## config.mk

```make
export PLATFORM = sky130hd
export DESIGN_NAME = pn_excite_gen
export DESIGN_NICKNAME = d
export VERILOG_FILES = /design/src/rtl/pn_gen_pkg.sv /design/src/rtl/pn_halfchip_div.sv /design/src/rtl/pn_lfsr.sv /design/src/rtl/pn_biphase.sv /design/src/rtl/pn_excite_gen.sv
export SDC_FILE = /design/constraint.sdc
export NUM_CORES = 1
export LEC_CHECK = 0
export BUFFER_PORTS_ARGS = -buffer_cell sky130_fd_sc_hd__buf_2
export CORE_MARGIN = 4
export CORE_UTILIZATION = 25
export DETAILED_ROUTE_END_ITERATION = 10
export GPL_TIMING_DRIVEN = 1
export PLACE_DENSITY_LB_ADDON = 0.25
export SETUP_SLACK_MARGIN = 0.3
export SYNTH_ARGS = -nofsm -noshare
export SYNTH_HDL_FRONTEND = slang
export SYNTH_SLANG_ARGS = --single-unit
```

## constraint.sdc

```tcl
create_clock -name clk -period 2.2 [get_ports clk]
set_input_delay 0.33 -clock clk [delete_from_list [all_inputs] [get_ports clk]]
set_output_delay 0.33 -clock clk [all_outputs]
set_load 0.01 [all_outputs]
```

## src/rtl/pn_gen_pkg.sv

```systemverilog
// Package: shared defaults for the excitation pattern generator.
// Assumes a 12-stage register; the tap mask marks x^12, x^6, x^4 and x^1
// as state bits 11, 5, 3 and 0 of a left-shifting Fibonacci register.
package pn_gen_pkg;
    localparam int              PN_W_DEF     = 12;
    localparam logic [11:0]     PN_TAPS_DEF  = 12'h829;
    localparam logic [11:0]     PN_SEED_DEF  = 12'hACE;
    // 100 MHz / (2 * 4095 chips * 10 Hz) is about 1221 cycles per half-chip.
    localparam int              HALF_DIV_DEF = 1221;
endpackage

```

## src/rtl/pn_halfchip_div.sv

```systemverilog
// Module: pn_halfchip_div
// Divides the system clock down to a one-cycle half-chip tick.
// Assumes HALF_DIV >= 1. The counter holds while en is low.
module pn_halfchip_div #(
    parameter int HALF_DIV = 1221
) (
    input  logic clk,
    input  logic rst_n,
    input  logic en,
    output logic half_tick
);
    localparam int CW = (HALF_DIV > 1) ? $clog2(HALF_DIV) : 1;

    logic [CW-1:0] cnt_q;
    logic          at_last;

    // Terminal count of the current half-chip.
    assign at_last   = (cnt_q == CW'(HALF_DIV - 1));
    assign half_tick = en && at_last;

    // Half-chip cycle counter, wraps at HALF_DIV-1.
    always_ff @(posedge clk) begin
        if (!rst_n)
            cnt_q <= '0;
        else if (en)
            cnt_q <= at_last ? '0 : cnt_q + 1'b1;
    end
endmodule

```

## src/rtl/pn_lfsr.sv

```systemverilog
// Module: pn_lfsr
// Fibonacci shift register: shifts left, feeds the XOR of the tapped bits
// into bit 0. Assumes TAPS describes a primitive polynomial and SEED is
// nonzero. wrap flags an advance that lands back on SEED.
module pn_lfsr #(
    parameter int           W    = 12,
    parameter logic [W-1:0] TAPS = 12'h829,
    parameter logic [W-1:0] SEED = 12'hACE
) (
    input  logic         clk,
    input  logic         rst_n,
    input  logic         adv,
    output logic [W-1:0] state,
    output logic         wrap
);
    logic [W-1:0] state_q;
    logic [W-1:0] tap_terms;
    logic [W-1:0] state_nxt;

    // One AND term per stage; untapped stages contribute zero.
    for (genvar i = 0; i < W; i++) begin : g_tap
        assign tap_terms[i] = TAPS[i] & state_q[i];
    end

    assign state_nxt = {state_q[W-2:0], ^tap_terms};
    assign state     = state_q;
    assign wrap      = adv && (state_nxt == SEED);

    // Register update: load seed on reset, step on each chip end.
    always_ff @(posedge clk) begin
        if (!rst_n)
            state_q <= SEED;
        else if (adv)
            state_q <= state_nxt;
    end
endmodule

```

## src/rtl/pn_biphase.sv

```systemverilog
// Module: pn_biphase
// Tracks which half of the chip is active and codes the chip value with it.
// Phase 0 is the first half. Assumes half_tick is a one-cycle pulse.
module pn_biphase (
    input  logic clk,
    input  logic rst_n,
    input  logic half_tick,
    input  logic pn_in,
    output logic chip_end,
    output logic enc_out
);
    logic phase_q;

    // A chip ends on the tick that closes its second half.
    assign chip_end = half_tick && phase_q;
    // Chip clock XOR chip value.
    assign enc_out  = pn_in ^ phase_q;

    // Half-chip phase toggle.
    always_ff @(posedge clk) begin
        if (!rst_n)
            phase_q <= 1'b0;
        else if (half_tick)
            phase_q <= ~phase_q;
    end
endmodule

```

## src/rtl/pn_excite_gen.sv

```systemverilog
// Module: pn_excite_gen (top)
// Bi-phase coded maximal-length excitation pattern. The divider gives
// half-chip ticks, the phase tracker codes the chip value, and the shift
// register steps once per chip. The strobe and sync outputs are registered.
// Assumes HALF_DIV >= 1 and a nonzero SEED.
module pn_excite_gen
    import pn_gen_pkg::*;
#(
    parameter int           W        = PN_W_DEF,
    parameter logic [W-1:0] TAPS     = PN_TAPS_DEF,
    parameter logic [W-1:0] SEED     = PN_SEED_DEF,
    parameter int           HALF_DIV = HALF_DIV_DEF
) (
    input  logic clk,
    input  logic rst_n,
    input  logic en,
    output logic enc_bit,
    output logic pn_bit,
    output logic chip_stb,
    output logic period_sync
);
    logic         half_tick;
    logic         chip_end;
    logic         wrap;
    logic [W-1:0] lfsr_state;
    logic         stb_q;
    logic         sync_q;

    pn_halfchip_div #(.HALF_DIV(HALF_DIV)) u_div (
        .clk       (clk),
        .rst_n     (rst_n),
        .en        (en),
        .half_tick (half_tick)
    );

    pn_lfsr #(.W(W), .TAPS(TAPS), .SEED(SEED)) u_lfsr (
        .clk   (clk),
        .rst_n (rst_n),
        .adv   (chip_end),
        .state (lfsr_state),
        .wrap  (wrap)
    );

    pn_biphase u_bph (
        .clk       (clk),
        .rst_n     (rst_n),
        .half_tick (half_tick),
        .pn_in     (lfsr_state[W-1]),
        .chip_end  (chip_end),
        .enc_out   (enc_bit)
    );

    // Strobes aligned with the first cycle of the new chip.
    always_ff @(posedge clk) begin
        if (!rst_n) begin
            stb_q  <= 1'b0;
            sync_q <= 1'b0;
        end else begin
            stb_q  <= chip_end;
            sync_q <= wrap;
        end
    end

    assign pn_bit      = lfsr_state[W-1];
    assign chip_stb    = stb_q;
    assign period_sync = sync_q;
endmodule

```

==> metrics.md, run 1 <==
| Metric | Value |
|---|---|
| Critical Path Slowest Stage Cell | `sky130_fd_sc_hd__or4b_4` |
| Post-synth top cells | `26 x sky130_fd_sc_hd__dfxtp_1, 7 x sky130_fd_sc_hd__a21oi_1, 7 x sky130_fd_sc_hd__nor2_1, 7 x sky130_fd_sc_hd__o22a_1, 7 x sky130_fd_sc_hd__or4_1` |
| Critical Path AT | `1.94 ns` |
| Share of the synthesized area in the top cell type | `0.472` |
| Internal power contribution | `729 uW` |
| Endpoint required time on the critical path | `2.37 ns` |
| Final worst-path setup slack | `0.428 ns` |
| CTS tree | `yes` |
| Register bit total from synthesis | `26` |
| Worst-case reg-to-reg path depth | `3` |
| Placer Congestion | `0.687` |
| Worst flop-to-flop path startpoint | `u_bph.phase_q` |
| Actual transition at the worst max-transition pin | `0.394 ns` |
| Yosys warns | `0` |
| Total vias in the final route | `878` |
| Routed wire length per instance | `12.7 um` |
| Routed vias/inst | `5.10` |
| Worst min-delay path class | `in -> reg` |
| Share of post-route cells with drive strength above 1 | `0.156` |
| Critical path buffer and inverter count | `0` |
| Synthesized netlist cell count | `110` |
| Cell variety after synth | `28` |
| Synth Net Count | `115` |
| Total placed cells including tap cells | `165` |
| Sw Share | `0.190` |
| Via count of the first global-routing pass | `771` |
| Static Leakage | `0.000445 uW` |
| Total clock sinks | `26` |
| Die area | `0.00554 mm2` |
| Die outline width | `74.4 um` |
| Global routing usage summed across all routing layers | `0.0859` |
| Setup crit start kind | `flop` |
| Worst vdd ir | `0.323 mV` |
| Total half-perimeter wirelength after legalization and detailed placement | `1590 um` |
| Initial DRC Count | `44` |
| Standard cell core area | `0.00414 mm2` |
| Number of instances on the worst hold path | `3` |
| Highest attainable clock frequency | `564 MHz` |
| Cell breakdown of the critical path | `or4b_4 -> or4_4 -> o22a_1` |
| NumNets Final | `128` |
| Net load switching power | `171 uW` |
| Most frequently used cell type in the post-synthesis netlist | `sky130_fd_sc_hd__dfxtp_1` |
| Worst setup slack for register-to-register paths | `0.43 ns` |
| Relative contribution of sequential cells to total power | `0.532` |
| Number of hold-slack violations in the final timing report | `0` |
| Worst clock skew on the final layout | `0.00641 ns` |
| Deepest level of the CTS H-tree | `1` |
| Slowest Stage Delay on Critical Path | `0.54 ns` |
| Y dimension of the die | `74.4 um` |
| Global route overflow | `0` |
| Share of total power in combinational logic | `0.033` |
| Type of the setup path with the least slack | `reg -> reg` |
| Antenna violations before repair | `0` |
| Multi-input logic area | `559 um2` |
| Post-Route Setup TNS | `0 ns` |
| Final critical delay including setup and external delays | `1.77 ns` |
| Clock share of power | `0.435` |
| Power per unit of standard cell area | `688 mW/mm2` |
| Largest net degree at the start of global routing | `16` |
| Layout area overhead | `18.5%` |
| Clock latency on the worst-skew pair | `0.27 ns` |
| DRC | `0` |
| Maximum number of buffers from clock root to sink | `2` |
| Top delay family on crit path | `simple AND/OR/NAND/NOR gates` |
| Post-Route WL | `2190 um` |
| Post-synth ARST share | `0` |
| Diode count | `0` |
| Flip-flop cell with the highest count after synthesis | `sky130_fd_sc_hd__dfxtp_1` |
| Maxcap violations | `0` |
| Setup violation total in the final timing report | `0` |
| Number of pins exceeding their max-slew limit in the final report | `0` |
| Sequential share of the synthesized area | `0.472` |
| Period utilization | `0.805` |
| Source of the worst hold timing path | `rst_n` |
| Terminus of the critical flop-to-flop path | `u_lfsr.state[9]` |
| I/O Pins | `7` |
| Cell area after technology mapping | `0.00110 mm2` |
| Rows | `23` |
| FF/Latch Area | `520 um2` |
| Kind of end point of the critical path | `flop` |
| Cell taking the most area after synthesis | `sky130_fd_sc_hd__dfxtp_1` |
| Unrepaired setup endpoints after global routing | `no` |
| Worst slew margin | `0.735` |
| Clk root buf | `sky130_fd_sc_hd__clkbuf_8` |
| Number of enable flip-flop cells after synthesis | `0` |
| Detailed Routing Iterations Pass 1 | `4` |
| Register clock-pin slew on the reported worst setup and hold paths | `0.09 ns` |
| Setup Slack @ Placement | `0.305 ns` |
| Filler cell count | `434` |
| Run status | `completed` |
| Peak fanout along the critical path | `7` |
| Final standard cell count with taps included and fillers excluded | `172` |
| Syn_area_per_cell | `10.0 um2` |
| Endpoint of the worst hold path | `u_lfsr.state[0]` |
| Wire length of the first global-routing pass | `3750 um` |
| Area contributors post-synth | `sky130_fd_sc_hd__dfxtp_1 47%, sky130_fd_sc_hd__o22a_1 5.6%, sky130_fd_sc_hd__or4_1 4.8%` |
| Effective utilization at floorplan | `0.266` |
| Final ANT Viol Nets | `0` |
| Port buffer count | `6` |
| Cts bufs inserted | `3` |
how the worst max path moves through the flow:
stage	from	end	slack (ns)	cells after the start
2_1_floorplan	u_div.cnt_q[4]	u_lfsr.state[6]	0.49	4
3_3_place_gp	en	u_lfsr.state[11]	0.35	4
3_5_place_dp	en	u_lfsr.state[9]	0.30	4
4_1_cts	u_bph.phase_q	u_lfsr.state[9]	0.33	3
5_1_grt	u_div.cnt_q[0]	u_lfsr.state[0]	0.31	6
6_report	u_bph.phase_q	u_lfsr.state[9]	0.43	3
cell type report:
type	count	share of cell area
flip-flops and latches	26	0.398
multi-input cells	75	0.428
clock buffers	3	0.0316
clock inverters	1	0.0230
repair buffers	12	0.0574
well taps	50	0.0478
inverters	5	0.0144
flip-flops by register name, summed over array words and instances (netlist names):
register / cells
chip_stb: 1
period_sync: 1
u_bph.phase_q: 1
u_div.cnt_q: 11
u_lfsr.state: 12
layout by cell type (no fill, tap or decap), types with 2 or more instances in the layout:
cell and n:
sky130_fd_sc_hd__nand3_1 3, sky130_fd_sc_hd__dfxtp_1 26, sky130_fd_sc_hd__nand4_1 5, sky130_fd_sc_hd__or4_1 6
sky130_fd_sc_hd__buf_4 6, sky130_fd_sc_hd__mux2i_1 2, sky130_fd_sc_hd__or3_1 3, sky130_fd_sc_hd__clkbuf_8 3
sky130_fd_sc_hd__nand2_1 4, sky130_fd_sc_hd__o21ai_0 2, sky130_fd_sc_hd__xor2_1 4, sky130_fd_sc_hd__o22a_1 7
sky130_fd_sc_hd__a22o_1 4, sky130_fd_sc_hd__a21oi_1 7, sky130_fd_sc_hd__ha_1 2, sky130_fd_sc_hd__buf_2 6
sky130_fd_sc_hd__nor2_1 7, sky130_fd_sc_hd__nor4_1 3, sky130_fd_sc_hd__inv_1 5, sky130_fd_sc_hd__o31ai_1 6
timing repair:
item / CTS / global route
resized for setup: 0 / 2
setup endpoints to repair: 0 / 8
hold buffers: 0 / 0
hold endpoints to repair: 0 / 0
setup buffers: 0 / 3
metal layers:
| layer | track usage | part of all wire | wire length [um] |
|---|---|---|---|
| met3 | 0.0297 | 0.051 | 111 |
| met4 | 0.0178 | 0.010 | 22 |
| met2 | 0.131 | 0.45 | 991 |
| met1 | 0.118 | 0.49 | 1070 |
| met5 | 0 | 0 | 0 |
power groups by stage:
stage	Clock [uW]	Sequential, uW	Combinational [uW]
after detailed placement	0	490	29.3
after floorplan	0	489	20.5
after global routing	425	480	34.6
final	392	479	29.7
after CTS	408	479	29.5
after global placement	0	489	28.4
stage by stage:
stage | total power (uW) | util | instance area (um2) | hold slack, ns
2_1_floorplan | 509 | - | 1100 | 0.450
3_3_place_gp | 518 | 0.290 | 1200 | 0.468
3_5_place_dp | 519 | 0.290 | 1200 | 0.480
4_1_cts | 916 | 0.307 | 1270 | 0.373
5_1_grt | 940 | 0.316 | 1310 | 0.403
6_report | 900 | 0.316 | 1310 | 0.395
cells by family after synthesis:
group | count (synthesis) | synth area share
fa+ha+maj | 2 | 0.0227
compound gates | 28 | 0.188
mux | 2 | 0.0181
buf+inv | 9 | 0.0329
xor+xnor | 6 | 0.0601
simple gates | 37 | 0.206
flops | 26 | 0.472
tightest hold or removal path: cells and delay by family:
kind | cells | cell delay [ns]
buffers and inverters | 1 | 0.15
and+or+nand+nor | 1 | 0.08
muxes | 1 | 0.05
No activity file was read; power rests on OpenSTA's default activity.
==> run 2: changes to the inputs <==
- clock period: 2.2 -> 1.8 ns (I/O delays scaled with it)
==> metrics.md, run 2 (synthesized netlist as in run 1, its figures left out) <==
| Metric | Value |
|---|---|
| Total clock sinks | `26` |
| Via count of the first global-routing pass | `883` |
| Worst min-delay path class | `in -> reg` |
| Final instance area | `0.00154 mm2` |
| Filler cell count | `427` |
| Port buffer count | `6` |
| I/O Pins | `7` |
| Count of hold-fix buffers inserted at cts | `0` |
| Worst setup slack for register-to-register paths | `0.12 ns` |
| Setup crit start kind | `flop` |
| Register clock-pin slew on the reported worst setup and hold paths | `0.10 ns` |
| Clk root buf | `sky130_fd_sc_hd__clkbuf_8` |
| Terminus of the critical flop-to-flop path | `u_lfsr.state[11]` |
| Period utilization | `0.933` |
| Worst clock skew on the final layout | `0.00815 ns` |
| Routed vias/inst | `5.02` |
| Standard cell core area | `0.00414 mm2` |
| Effective utilization at floorplan | `0.266` |
| Antenna violations before repair | `0` |
| DRC | `0` |
| Post-Route Setup TNS | `0 ns` |
| Maximum number of buffers from clock root to sink | `2` |
| Layout area overhead | `39.1%` |
| Source of the worst hold timing path | `rst_n` |
| Final critical delay including setup and external delays | `1.68 ns` |
| Met2 WL | `1370 um` |
| Unrepaired setup endpoints after global routing | `yes` |
| Type of the setup path with the least slack | `reg -> reg` |
| Worst flop-to-flop path startpoint | `u_div.cnt_q[5]` |
| Die outline width | `74.4 um` |
| Top library cells by usage in the layout, fill and taps aside | `20 x sky130_fd_sc_hd__dfxtp_1, 13 x sky130_fd_sc_hd__buf_4, 7 x sky130_fd_sc_hd__o22a_1` |
| Die area | `0.00554 mm2` |
| Placer Congestion | `0.724` |
| Final ANT Viol Nets | `0` |
| Actual transition at the worst max-transition pin | `0.301 ns` |
| Setup violation total in the final timing report | `0` |
| Routed wire length per instance | `14.4 um` |
| Largest net degree at the start of global routing | `16` |
| Critical Path AT | `1.85 ns` |
| Area after DPL | `0.00124 mm2` |
| Peak fanout along the critical path | `7` |
| Global route overflow | `0` |
| Endpoint of the most critical setup path | `u_lfsr.state[11]` |
| Highest attainable clock frequency | `595 MHz` |
| Detailed Routing Iterations Pass 1 | `4` |
| Endpoint required time on the critical path | `1.97 ns` |
| Kind of end point of the critical path | `flop` |
| Number of flip-flops under the largest register name | `12` |
| Share of post-route cells with drive strength above 1 | `0.429` |
| Total half-perimeter wirelength after legalization and detailed placement | `1720 um` |
| Run status | `completed` |
| Worst vdd ir | `0.470 mV` |
| Static Leakage | `0.000512 uW` |
| Clock latency on the worst-skew pair | `0.27 ns` |
| CTS tree | `yes` |
| Rows | `23` |
| Y dimension of the die | `74.4 um` |
| Deepest level of the CTS H-tree | `1` |
| Post-Route WL | `2640 um` |
| Diode count | `0` |
| Number of hold-slack violations in the final timing report | `0` |
| Worst slew margin | `0.799` |
| Initial DRC Count | `45` |
| Routed met3 length | `97 um` |
| Number of pins exceeding their max-slew limit in the final report | `0` |
| Wl on met1 | `1150 um` |
| Maxcap violations | `0` |
| Cts bufs inserted | `3` |
| NumNets Final | `139` |
| Commonest non-fill, non-tap cell in the layout | `sky130_fd_sc_hd__dfxtp_1` |
| Wire length of the first global-routing pass | `4200 um` |
| Global routing usage summed across all routing layers | `0.0962` |
| Worst-case reg-to-reg path depth | `3` |
| Critical Path Start | `u_div.cnt_q[5]` |
| Power per unit of standard cell area | `742 mW/mm2` |
| Top Layer Used | `met4` |
| Total vias in the final route | `919` |
run 2: cell types whose count changed in the layout (fill, tap and decap cells not counted), sizes merged:
cell  previous run  this run
buf             12        23
run 2: worst min-delay path by stage:
stage | endpoint | cells past startpoint
global route | u_lfsr.state[0] | 3
detailed placement | u_lfsr.state[7] | 1
CTS | u_lfsr.state[0] | 3
floorplan | u_lfsr.state[0] | 2
global placement | u_lfsr.state[7] | 1
finish | u_lfsr.state[0] | 3
run 2: timing repair:
item / CTS / global route
resized for setup: 7 / 31
cloned: 1 / 0
hold endpoints to repair: 0 / 0
setup buffers: 4 / 4
setup endpoints to repair: 25 / 26
pin swaps: 1 / 11
run 2: through the flow:
| stage | power, uW | hold WS (ns) | cells | worst slack [ns] | util |
|---|---|---|---|---|---|
| 6_report | 1140 | 0.328 | 183 | 0.120 | 0.370 |
| 5_1_grt | 1180 | 0.325 | 183 | 0.0821 | 0.370 |
| 4_1_cts | 1120 | 0.335 | 179 | 0.126 | 0.331 |
| 3_5_place_dp | 639 | 0.479 | 170 | 0.102 | 0.300 |
| 3_3_place_gp | 637 | 0.463 | 170 | 0.132 | 0.300 |
| 2_1_floorplan | 623 | 0.416 | 110 | 0.104 | - |
run 2: per-layer routing:
| metal | vias up | track usage |
|---|---|---|
| met1 | 437 | 0.119 |
| met4 | 0 | 0.0119 |
| li1 | 467 | - |
| met2 | 11 | 0.166 |
| met3 | 4 | 0.0338 |
| met5 | - | 0 |
run 2: layout make-up:
class	count	area, um2	share of cell area
repair buffers	23	173	0.112
clock buffers	3	41.3	0.0269
well taps	50	62.6	0.0407
clock inverters	1	30.0	0.0196
flip-flops and latches	26	531	0.346
inverters	5	21.3	0.0139
multi-input cells	75	677	0.441
run 2: critical path, cell delays in order (launching register included):
cell and delay (ns):
sky130_fd_sc_hd__dfxtp_2 0.33, sky130_fd_sc_hd__or4b_4 0.57, sky130_fd_sc_hd__or4_4 0.49, sky130_fd_sc_hd__o22a_1 0.20
run 2: power breakdown:
part	internal (uW)	leakage [uW]	total, uW	switching, uW
clock network	297	0.0000357	483	186
logic	33.6	0.000263	69.9	36.2
registers	580	0.000213	586	5.50
total	911	0.000512	1140	227
